$ cat config.mk
export PLATFORM = sky130hd
export DESIGN_NAME = rx_frame_packer
export DESIGN_NICKNAME = d
export VERILOG_FILES = /design/src/rtl/rxpk_pkg.sv /design/src/rtl/rxpk_byte_track.sv /design/src/rtl/rxpk_hdr_fmt.sv /design/src/rtl/rx_frame_packer.sv
export SDC_FILE = /design/constraint.sdc
export NUM_CORES = 1
export LEC_CHECK = 0
export BUFFER_PORTS_ARGS = -buffer_cell sky130_fd_sc_hd__buf_2
export CAP_MARGIN = 20
export CORE_UTILIZATION = 60
export CTS_BUF_LIST = sky130_fd_sc_hd__clkbuf_4
export DETAILED_ROUTE_END_ITERATION = 8
export GPL_ROUTABILITY_DRIVEN = 0
export GPL_TIMING_DRIVEN = 0
export HOLD_SLACK_MARGIN = 0.05
export PLACE_DENSITY = 0.82
export REMOVE_ABC_BUFFERS = 1
export SYNTH_ARGS = -nofsm -noshare
export SYNTH_HDL_FRONTEND = slang
export SYNTH_HIERARCHICAL = 1
export SYNTH_SLANG_ARGS = --single-unit
$ cat constraint.sdc
create_clock -name clk -period 5.5 [get_ports clk]
set_input_delay 1.1 -clock clk [delete_from_list [all_inputs] [get_ports clk]]
set_output_delay 1.1 -clock clk [all_outputs]
set_load 0.1 [all_outputs]
$ cat src/rtl/rxpk_pkg.sv
package rxpk_pkg;

    typedef enum logic [2:0] {
        PK_RECV,
        PK_CTRL,
        PK_COUNT,
        PK_STAT,
        PK_FIN
    } pk_state_e;

    typedef struct packed {
        logic       crc_bad;
        logic       odd_nib;
        logic       bcast;
        logic       mcast;
        logic       too_long;
        logic       too_short;
        logic [5:0] hash;
    } rx_flags_t;

    // words ahead of the data area: status and count
    localparam int unsigned HDR_WORDS = 2;
    localparam logic [7:0]  CTRL_ODD  = 8'h20;

    function automatic logic [15:0] pack_status(rx_flags_t f, logic odd, logic ovf);
        logic [15:0] w;
        w     = '0;
        w[15] = f.crc_bad & f.odd_nib;
        w[14] = f.bcast;
        w[13] = f.crc_bad;
        w[12] = odd;
        w[11] = f.too_long | ovf;
        w[10] = f.too_short;
        w[6:1] = f.hash;
        w[0]  = f.mcast;
        return w;
    endfunction

endpackage

$ cat src/rtl/rxpk_byte_track.sv
module rxpk_byte_track #(
    parameter int MAX_DATA = 2043,
    parameter int CNT_W    = 11
) (
    input  logic             clk,
    input  logic             rst,
    input  logic             clear,
    input  logic             accept,
    input  logic [7:0]       byte_in,
    output logic [CNT_W-1:0] nbytes,
    output logic [7:0]       held,
    output logic             store,
    output logic             ovf
);
    logic full;

    assign full  = (nbytes == CNT_W'(MAX_DATA));
    assign store = accept & ~full;

    always_ff @(posedge clk) begin
        if (rst || clear) begin
            nbytes <= '0;
            held   <= '0;
            ovf    <= 1'b0;
        end else begin
            if (store) begin
                nbytes <= nbytes + 1'b1;
                if (!nbytes[0])
                    held <= byte_in;
            end
            if (accept && full)
                ovf <= 1'b1;
        end
    end
endmodule

$ cat src/rtl/rxpk_hdr_fmt.sv
module rxpk_hdr_fmt
    import rxpk_pkg::*;
#(
    parameter int ADDR_W = 12,
    parameter int CNT_W  = 11
) (
    input  logic [CNT_W-1:0]  nbytes,
    input  logic [7:0]        held,
    input  logic              ovf,
    input  rx_flags_t         flags,
    input  logic [ADDR_W-1:0] base,
    output logic [ADDR_W-1:0] ctrl_addr,
    output logic [15:0]       ctrl_word,
    output logic [15:0]       count_word,
    output logic [15:0]       status_word
);
    logic [CNT_W-2:0] half;
    logic             odd;

    assign half        = nbytes[CNT_W-1:1];
    assign odd         = nbytes[0];
    assign ctrl_addr   = base + ADDR_W'(HDR_WORDS) + ADDR_W'(half);
    assign ctrl_word   = {(odd ? CTRL_ODD : 8'h00), (odd ? held : 8'h00)};
    assign count_word  = {15'(half) + 15'(HDR_WORDS + 1), 1'b0};
    assign status_word = pack_status(flags, odd, ovf);
endmodule

$ cat src/rtl/rx_frame_packer.sv
module rx_frame_packer
    import rxpk_pkg::*;
#(
    parameter int ADDR_W   = 12,
    parameter int MAX_DATA = 2043
) (
    input  logic              clk,
    input  logic              rst,
    input  logic              in_valid,
    output logic              in_ready,
    input  logic [7:0]        in_byte,
    input  logic              in_last,
    input  logic              in_crc_bad,
    input  logic              in_odd_nibbles,
    input  logic              in_bcast,
    input  logic              in_mcast,
    input  logic [5:0]        in_hash,
    input  logic              in_too_long,
    input  logic              in_too_short,
    input  logic [ADDR_W-1:0] in_base,
    output logic              mem_we,
    output logic [ADDR_W-1:0] mem_addr,
    output logic [15:0]       mem_wdata,
    output logic              done
);
    localparam int CNT_W = $clog2(MAX_DATA + 1);

    pk_state_e         state;
    logic [ADDR_W-1:0] base_q;
    rx_flags_t         flags_q;
    rx_flags_t         flags_in;
    logic              accept;
    logic              store;
    logic              ovf;
    logic [CNT_W-1:0]  nbytes;
    logic [7:0]        held;
    logic [ADDR_W-1:0] ctrl_addr;
    logic [15:0]       ctrl_word;
    logic [15:0]       count_word;
    logic [15:0]       status_word;

    assign in_ready = (state == PK_RECV);
    assign accept   = in_valid & in_ready;

    always_comb begin
        flags_in.crc_bad   = in_crc_bad;
        flags_in.odd_nib   = in_odd_nibbles;
        flags_in.bcast     = in_bcast;
        flags_in.mcast     = in_mcast;
        flags_in.too_long  = in_too_long;
        flags_in.too_short = in_too_short;
        flags_in.hash      = in_hash;
    end

    rxpk_byte_track #(.MAX_DATA(MAX_DATA), .CNT_W(CNT_W)) u_track (
        .clk    (clk),
        .rst    (rst),
        .clear  (state == PK_FIN),
        .accept (accept),
        .byte_in(in_byte),
        .nbytes (nbytes),
        .held   (held),
        .store  (store),
        .ovf    (ovf)
    );

    rxpk_hdr_fmt #(.ADDR_W(ADDR_W), .CNT_W(CNT_W)) u_fmt (
        .nbytes     (nbytes),
        .held       (held),
        .ovf        (ovf),
        .flags      (flags_q),
        .base       (base_q),
        .ctrl_addr  (ctrl_addr),
        .ctrl_word  (ctrl_word),
        .count_word (count_word),
        .status_word(status_word)
    );

    always_ff @(posedge clk) begin
        if (rst) begin
            state     <= PK_RECV;
            base_q    <= '0;
            flags_q   <= '0;
            mem_we    <= 1'b0;
            mem_addr  <= '0;
            mem_wdata <= '0;
            done      <= 1'b0;
        end else begin
            mem_we <= 1'b0;
            done   <= 1'b0;
            unique case (state)
                PK_RECV: begin
                    if (accept) begin
                        if (nbytes == '0)
                            base_q <= in_base;
                        if (store && nbytes[0]) begin
                            mem_we    <= 1'b1;
                            mem_addr  <= base_q + ADDR_W'(HDR_WORDS)
                                         + ADDR_W'(nbytes[CNT_W-1:1]);
                            mem_wdata <= {in_byte, held};
                        end
                        if (in_last) begin
                            flags_q <= flags_in;
                            state   <= PK_CTRL;
                        end
                    end
                end
                PK_CTRL: begin
                    mem_we    <= 1'b1;
                    mem_addr  <= ctrl_addr;
                    mem_wdata <= ctrl_word;
                    state     <= PK_COUNT;
                end
                PK_COUNT: begin
                    mem_we    <= 1'b1;
                    mem_addr  <= base_q + ADDR_W'(1);
                    mem_wdata <= count_word;
                    state     <= PK_STAT;
                end
                PK_STAT: begin
                    mem_we    <= 1'b1;
                    mem_addr  <= base_q;
                    mem_wdata <= status_word;
                    state     <= PK_FIN;
                end
                PK_FIN: begin
                    done  <= 1'b1;
                    state <= PK_RECV;
                end
                default: state <= PK_RECV;
            endcase
        end
    end
endmodule

# Word-level counts from Yosys, hierarchy flattened
# Cells that the tools add are included.
# word_totals
reg_bits	77
input_bits	36
word_cells	62
# classes
add_sub_neg	5
n_eq_ne	8
mux	15
bitwise	6
n_reduce_logical	12
# ops
operator	n
$pmux 16 s4	1
$pmux 12 s4	1
$mux 16	2
$mux 12	2
$add 12x1->12 const B	1
$add 12x10->12	1
$add 12x2->12 const B	1
$pmux 3 s4	1
$add 10x2->11 const B	1
$add 11x1->11 const B	1
$eq 11x11->1 const B	1
$logic_not 11->1	1
$reduce_and 3->1	3
$mux 8	1
$eq 3x2->1 const B	2
$mux 3	2
$mux 6	1
$ne 2x1->1 const B	3
$reduce_and 2->1	2
$reduce_bool 4->1	1
$and 1x1->1	3
$eq 3x1->1 const B	1
$eq 3x3->1 const B	1
$logic_not 3->1	1
other kinds (7)	11

# Logic depth before layout (Yosys ltp)
# depth
word_depth	7
depth_mapped	15
mapped_depth_nobuf	15

# Hierarchy
# The synthesis kept the hierarchy.
# modules_own_cells
mod	instances	cells_each	area_per_inst_um2	seq_area_each_um2
rx_frame_packer	1	438	3587.2	1141.1
rxpk_hdr_fmt	1	135	997.2	0.0
rxpk_byte_track	1	86	838.3	400.4

# Worst setup path after synthesis
# Ideal clock, no wire load.
# synth_timing
kind	register to register
start	register state[0]
end	register mem_addr[8]
arrival_time_ns	2.619
required_ns	5.369
slack_ns	2.750
stages_incl_launch_ff	14
path_buffers	3
path_cell_list	dfxtp_1 > or2_4 > nor2_4 > and2_1 > buf_4 > buf_2 > o31ai_2 > inv_1 > nand3_1 > a21oi_2 > buf_2 > o221ai_1 > a21oi_1 > nor3_1
# synth_between
elab_chain_cells	6
word_cells_on_any_way	12
cone_classes	5 x eq/ne; 1 x mux; 2 x bitwise; 4 x reduce/logical
# synth_lines
item	line	text
start: declaration	rx_frame_packer.sv:28	pk_state_e state;
start signal: assignment	rx_frame_packer.sv:81	state <= PK_RECV;
start signal: assignment	rx_frame_packer.sv:104	state <= PK_CTRL;
start signal: assignment	rx_frame_packer.sv:112	state <= PK_COUNT;
$logic_not 3->1	rx_frame_packer.sv:42	assign in_ready = (state == PK_RECV);
net in_ready	rx_frame_packer.sv:10	output logic in_ready,
$and 1x1->1	rx_frame_packer.sv:43	assign accept = in_valid & in_ready;
net accept	rx_frame_packer.sv:32	logic accept;
$and 1x1->1	rxpk_byte_track.sv:18	assign store = accept & ~full;
net store	rx_frame_packer.sv:33	logic store;
$logic_and 1x1->1	rx_frame_packer.sv:96	if (store && nbytes[0]) begin
$ne 2x1->1 (no source line)	--	
$reduce_and 3->1 (no source line)	--	
end signal: assignment	rx_frame_packer.sv:98	mem_addr <= base_q + ADDR_W'(HDR_WORDS)
end signal: assignment	rx_frame_packer.sv:110	mem_addr <= ctrl_addr;
end signal: assignment	rx_frame_packer.sv:116	mem_addr <= base_q + ADDR_W'(1);
end: declaration	rx_frame_packer.sv:22	output logic [ADDR_W-1:0] mem_addr,
# The timed path passes the listed nets, and every way through them passes these cells.
# A chain may end at the register's enable or synchronous reset.

# Worst setup path in the final report
# layout_timing
start	register state[0]
end	register mem_addr[9]
# layout_between
elab_chain_cells	6
word_cells_on_any_way	12
cone_classes	5 x eq/ne; 1 x mux; 2 x bitwise; 4 x reduce/logical
# layout_lines
item	line
$logic_not 3->1	rx_frame_packer.sv:42
$and 1x1->1	rx_frame_packer.sv:43
$and 1x1->1	rxpk_byte_track.sv:18
net store	rx_frame_packer.sv:33
$logic_and 1x1->1	rx_frame_packer.sv:96
$ne 2x1->1 (no source line)	--
$reduce_and 3->1 (no source line)	--
# The timed path passes the listed nets, and every way through them passes these cells.

==> flow_summary.ini <==
[routing]
first_pass_iters = 6
drc = 0
first_iter_violations = 421
via_count = 4877
viasPerCell = 6.06
wl_per_cell_um = 16.6
ant_nets = 0
wirelength_um = 13400

[sta]
max_freq_mhz = 262
hold_violations = 0
setup_ws_ps = 1690
hold_ws_ps = 456
post-route-period-util = 0.693
tightest_slew_ps = 1050
period_minus_slack_ps = 3810
finClkSkew_ps = 16.4
relSlewSlack = 0.301
setup_tns_ps = 0
slew_violations = 0
rsz0062_at_grt = no
setup_viol = 0

[grt]
grt_max_degree = 60
track_usage = 0.283
grt_pass1_wl_um = 21600
overflow = 0
grt_pass1_vias = 4567
antenna_found_initial = 0

[setup_path]
crit_fanout = 27
cp-end-kind = flip-flop
start_kind = flip-flop
cp_top_family = compound AO/OA/AOI/OAI gates
reg2reg_to = mem_addr[9]
critPathArrivalTime_ps = 4160
cp_slowest_cell = a21oi_2
crit_type = reg -> reg
path_cells = buf_16 -> or2_4 -> nor2_4 -> and2_1 -> o31ai_2 -> inv_1 -> nand3_1 -> a21oi_2 -> buf_8 -> o221ai_1 -> a22oi_1 -> o21ai_0
critical_path.max_stage_delay_ps = 690
worstPathRequired_ps = 5840
critPathBufInv = 3
rrSetupSlack_ps = 1690
rr_worst_depth = 12
r2r_start = state[0]

[cts]
cts_setup_buffers = 0
clockBufferDepth = 2
cts_tree = yes
htreeDepth = 3
cts_buffers = 9
clk_latency_ps = 460
clk_pin_slew_ps = 140
postCtsHoldBufs = 0
cts_root_buffer = clkbuf_4
ctsResizeCount = 0
clkSinkCount = 77

[placed_design]
hpwl_um = 9250
port-buffer-count = 66
dp_slack_ps = 1460

[logic_synthesis]
yosysUniqueCellTypes = 53
avgSynthCellArea_um2 = 8.23
ys_ff_latch = 77
syn_area_mm2 = 0.00542
ys_seq_area_frac = 0.284
yosys_warnings = 6
synth_cells = 659

[cells_and_area]
nets = 773
n_antenna_cell = 0
final_cell_mix = 76 x a21oi_1, 76 x dfxtp_1, 66 x buf_2
n_fill_cell = 754
syn_to_final_growth_pct = 7.13
drive_gt1_frac = 0.152

[outcome]
run_status = complete, no violations

[floorplanning]
start_util = 0.622
die_height_um = 97.1
core_area_mm2 = 0.00872
fp-row-count = 34
dieArea_mm2 = 0.00942
num_io_pins = 67
die_width_um = 97.1

[power]
pwr_density_cell_mw_per_mm2 = 277
p_leak_nw = 2.57
peakVddDrop_v = 0.000130

[min_path]
hold_depth = 2
hold_class = reg -> reg
whs_endpoint = mem_wdata[2]
min_from = mem_wdata[2]

[job]
maxCapViolCount = 0
-- stage by stage --
stage                     cells   util  power (mW)  area (um2)
after floorplan             610      -        1.10        5090
after global placement      784  0.637        1.21        5560
after detailed placement    787  0.643        1.23        5610
after CTS                   803  0.660        1.60        5750
after global routing        805  0.666        1.68        5810
final                       805  0.666        1.61        5810
-- Yosys cell counts, drive strengths merged --
cell     number  area (um2)
a21oi        79         407
dfxtp        77        1540
nor2         61         236
nand2        59         221
mux2i        50         500
buf          49         330
ha           43         538
o221ai       28         245
nand3        27         140
inv          24        90.1
xnor2        20         175
xor2         17         149
clkbuf       14        52.6
nor3         14        70.1
o21ai        12        60.1
and2         11        68.8
nand4         9        86.3
and3          7        45.1
a21o          5        37.5
nand2b        5        31.3
or2           5        33.8
or3           5        32.5
a22oi         4        30.0
and4          4        36.3
nor4          4        25.0
o2111ai       4        41.3
nor2b         3        18.8
o31ai         3        32.5
a221oi        2        17.5
a31oi         2        12.5
fa            2        40.0
nand4b        2        17.5
o21a          2        15.0
a211oi        1        7.51
a2bb2oi       1        8.76
a31o          1        8.76
conb          1        3.75
nand3b        1        7.51
o211ai        1        7.51
-- flip-flops by register name, summed over array words and instances (netlist names) --
signal / flops
done: 1
mem_wdata: 16
u_track/nbytes: 11
base_q: 12
u_track/held: 8
state: 3
u_track/ovf: 1
mem_addr: 12
mem_we: 1
flags_q: 12
-- area by class of cell --
class	count	area (um2)	share of cell area
Multi-Input combinational cell	509	3460	0.596
Sequential cell	77	1540	0.266
Inverter	24	90.1	0.0155
Clock inverter	7	81.3	0.0140
Tap cell	108	135	0.0233
Clock buffer	9	67.6	0.0116
Timing Repair Buffer	71	432	0.0743
-- where the power goes --
part / total, mW / internal, mW / switching, mW
logic: 0.579 / 0.161 / 0.418
clock network: 0.376 / 0.144 / 0.232
registers: 0.653 / 0.606 / 0.0471
-- worst register-to-register path, cell delays in order (launching register included) --
cell      delay, ps
dfxtp_1         450
buf_16          230
or2_4           380
nor2_4          130
and2_1          630
o31ai_2         250
inv_1           100
nand3_1         130
a21oi_2         690
buf_8           260
o221ai_1        170
a22oi_1         200
o21ai_0         100
-- layer usage --
metal	share of wire	track usage	vias to the layer above
met4	0.029	0.133	0
met1	0.44	0.361	2268
met5	0	0	-
met2	0.48	0.471	188
met3	0.060	0.0410	39
li1	-	-	2382
-- cell families (layout without fill, tap and decap cells) --
group / count (synthesis) / after routing / share of synthesized area
AO/OA/AOI/OAI: 145 / 145 / 0.172
buffers and inverters: 87 / 111 / 0.0872
flip-flops: 77 / 77 / 0.284
XOR/XNOR: 37 / 37 / 0.0598
AND/OR/NAND/NOR: 217 / 217 / 0.198
multiplexers: 50 / 50 / 0.0923
other: 1 / 15 / 0.000692
adder cells (fa/ha/maj): 45 / 45 / 0.107
-- worst max path at each step --
stage          slack (ps)            to  cells past startpoint  startpoint
2_1_floorplan        1360   mem_addr[9]                     10    state[1]
3_3_place_gp          730   mem_addr[9]                     10    state[1]
3_5_place_dp         1460  mem_addr[11]                     11    state[0]
4_1_cts              1460  mem_addr[11]                     11    state[0]
5_1_grt              1540   mem_addr[6]                     12    state[0]
6_report             1690   mem_addr[9]                     12    state[0]
Note: power is estimated with default switching activity, not from simulation.
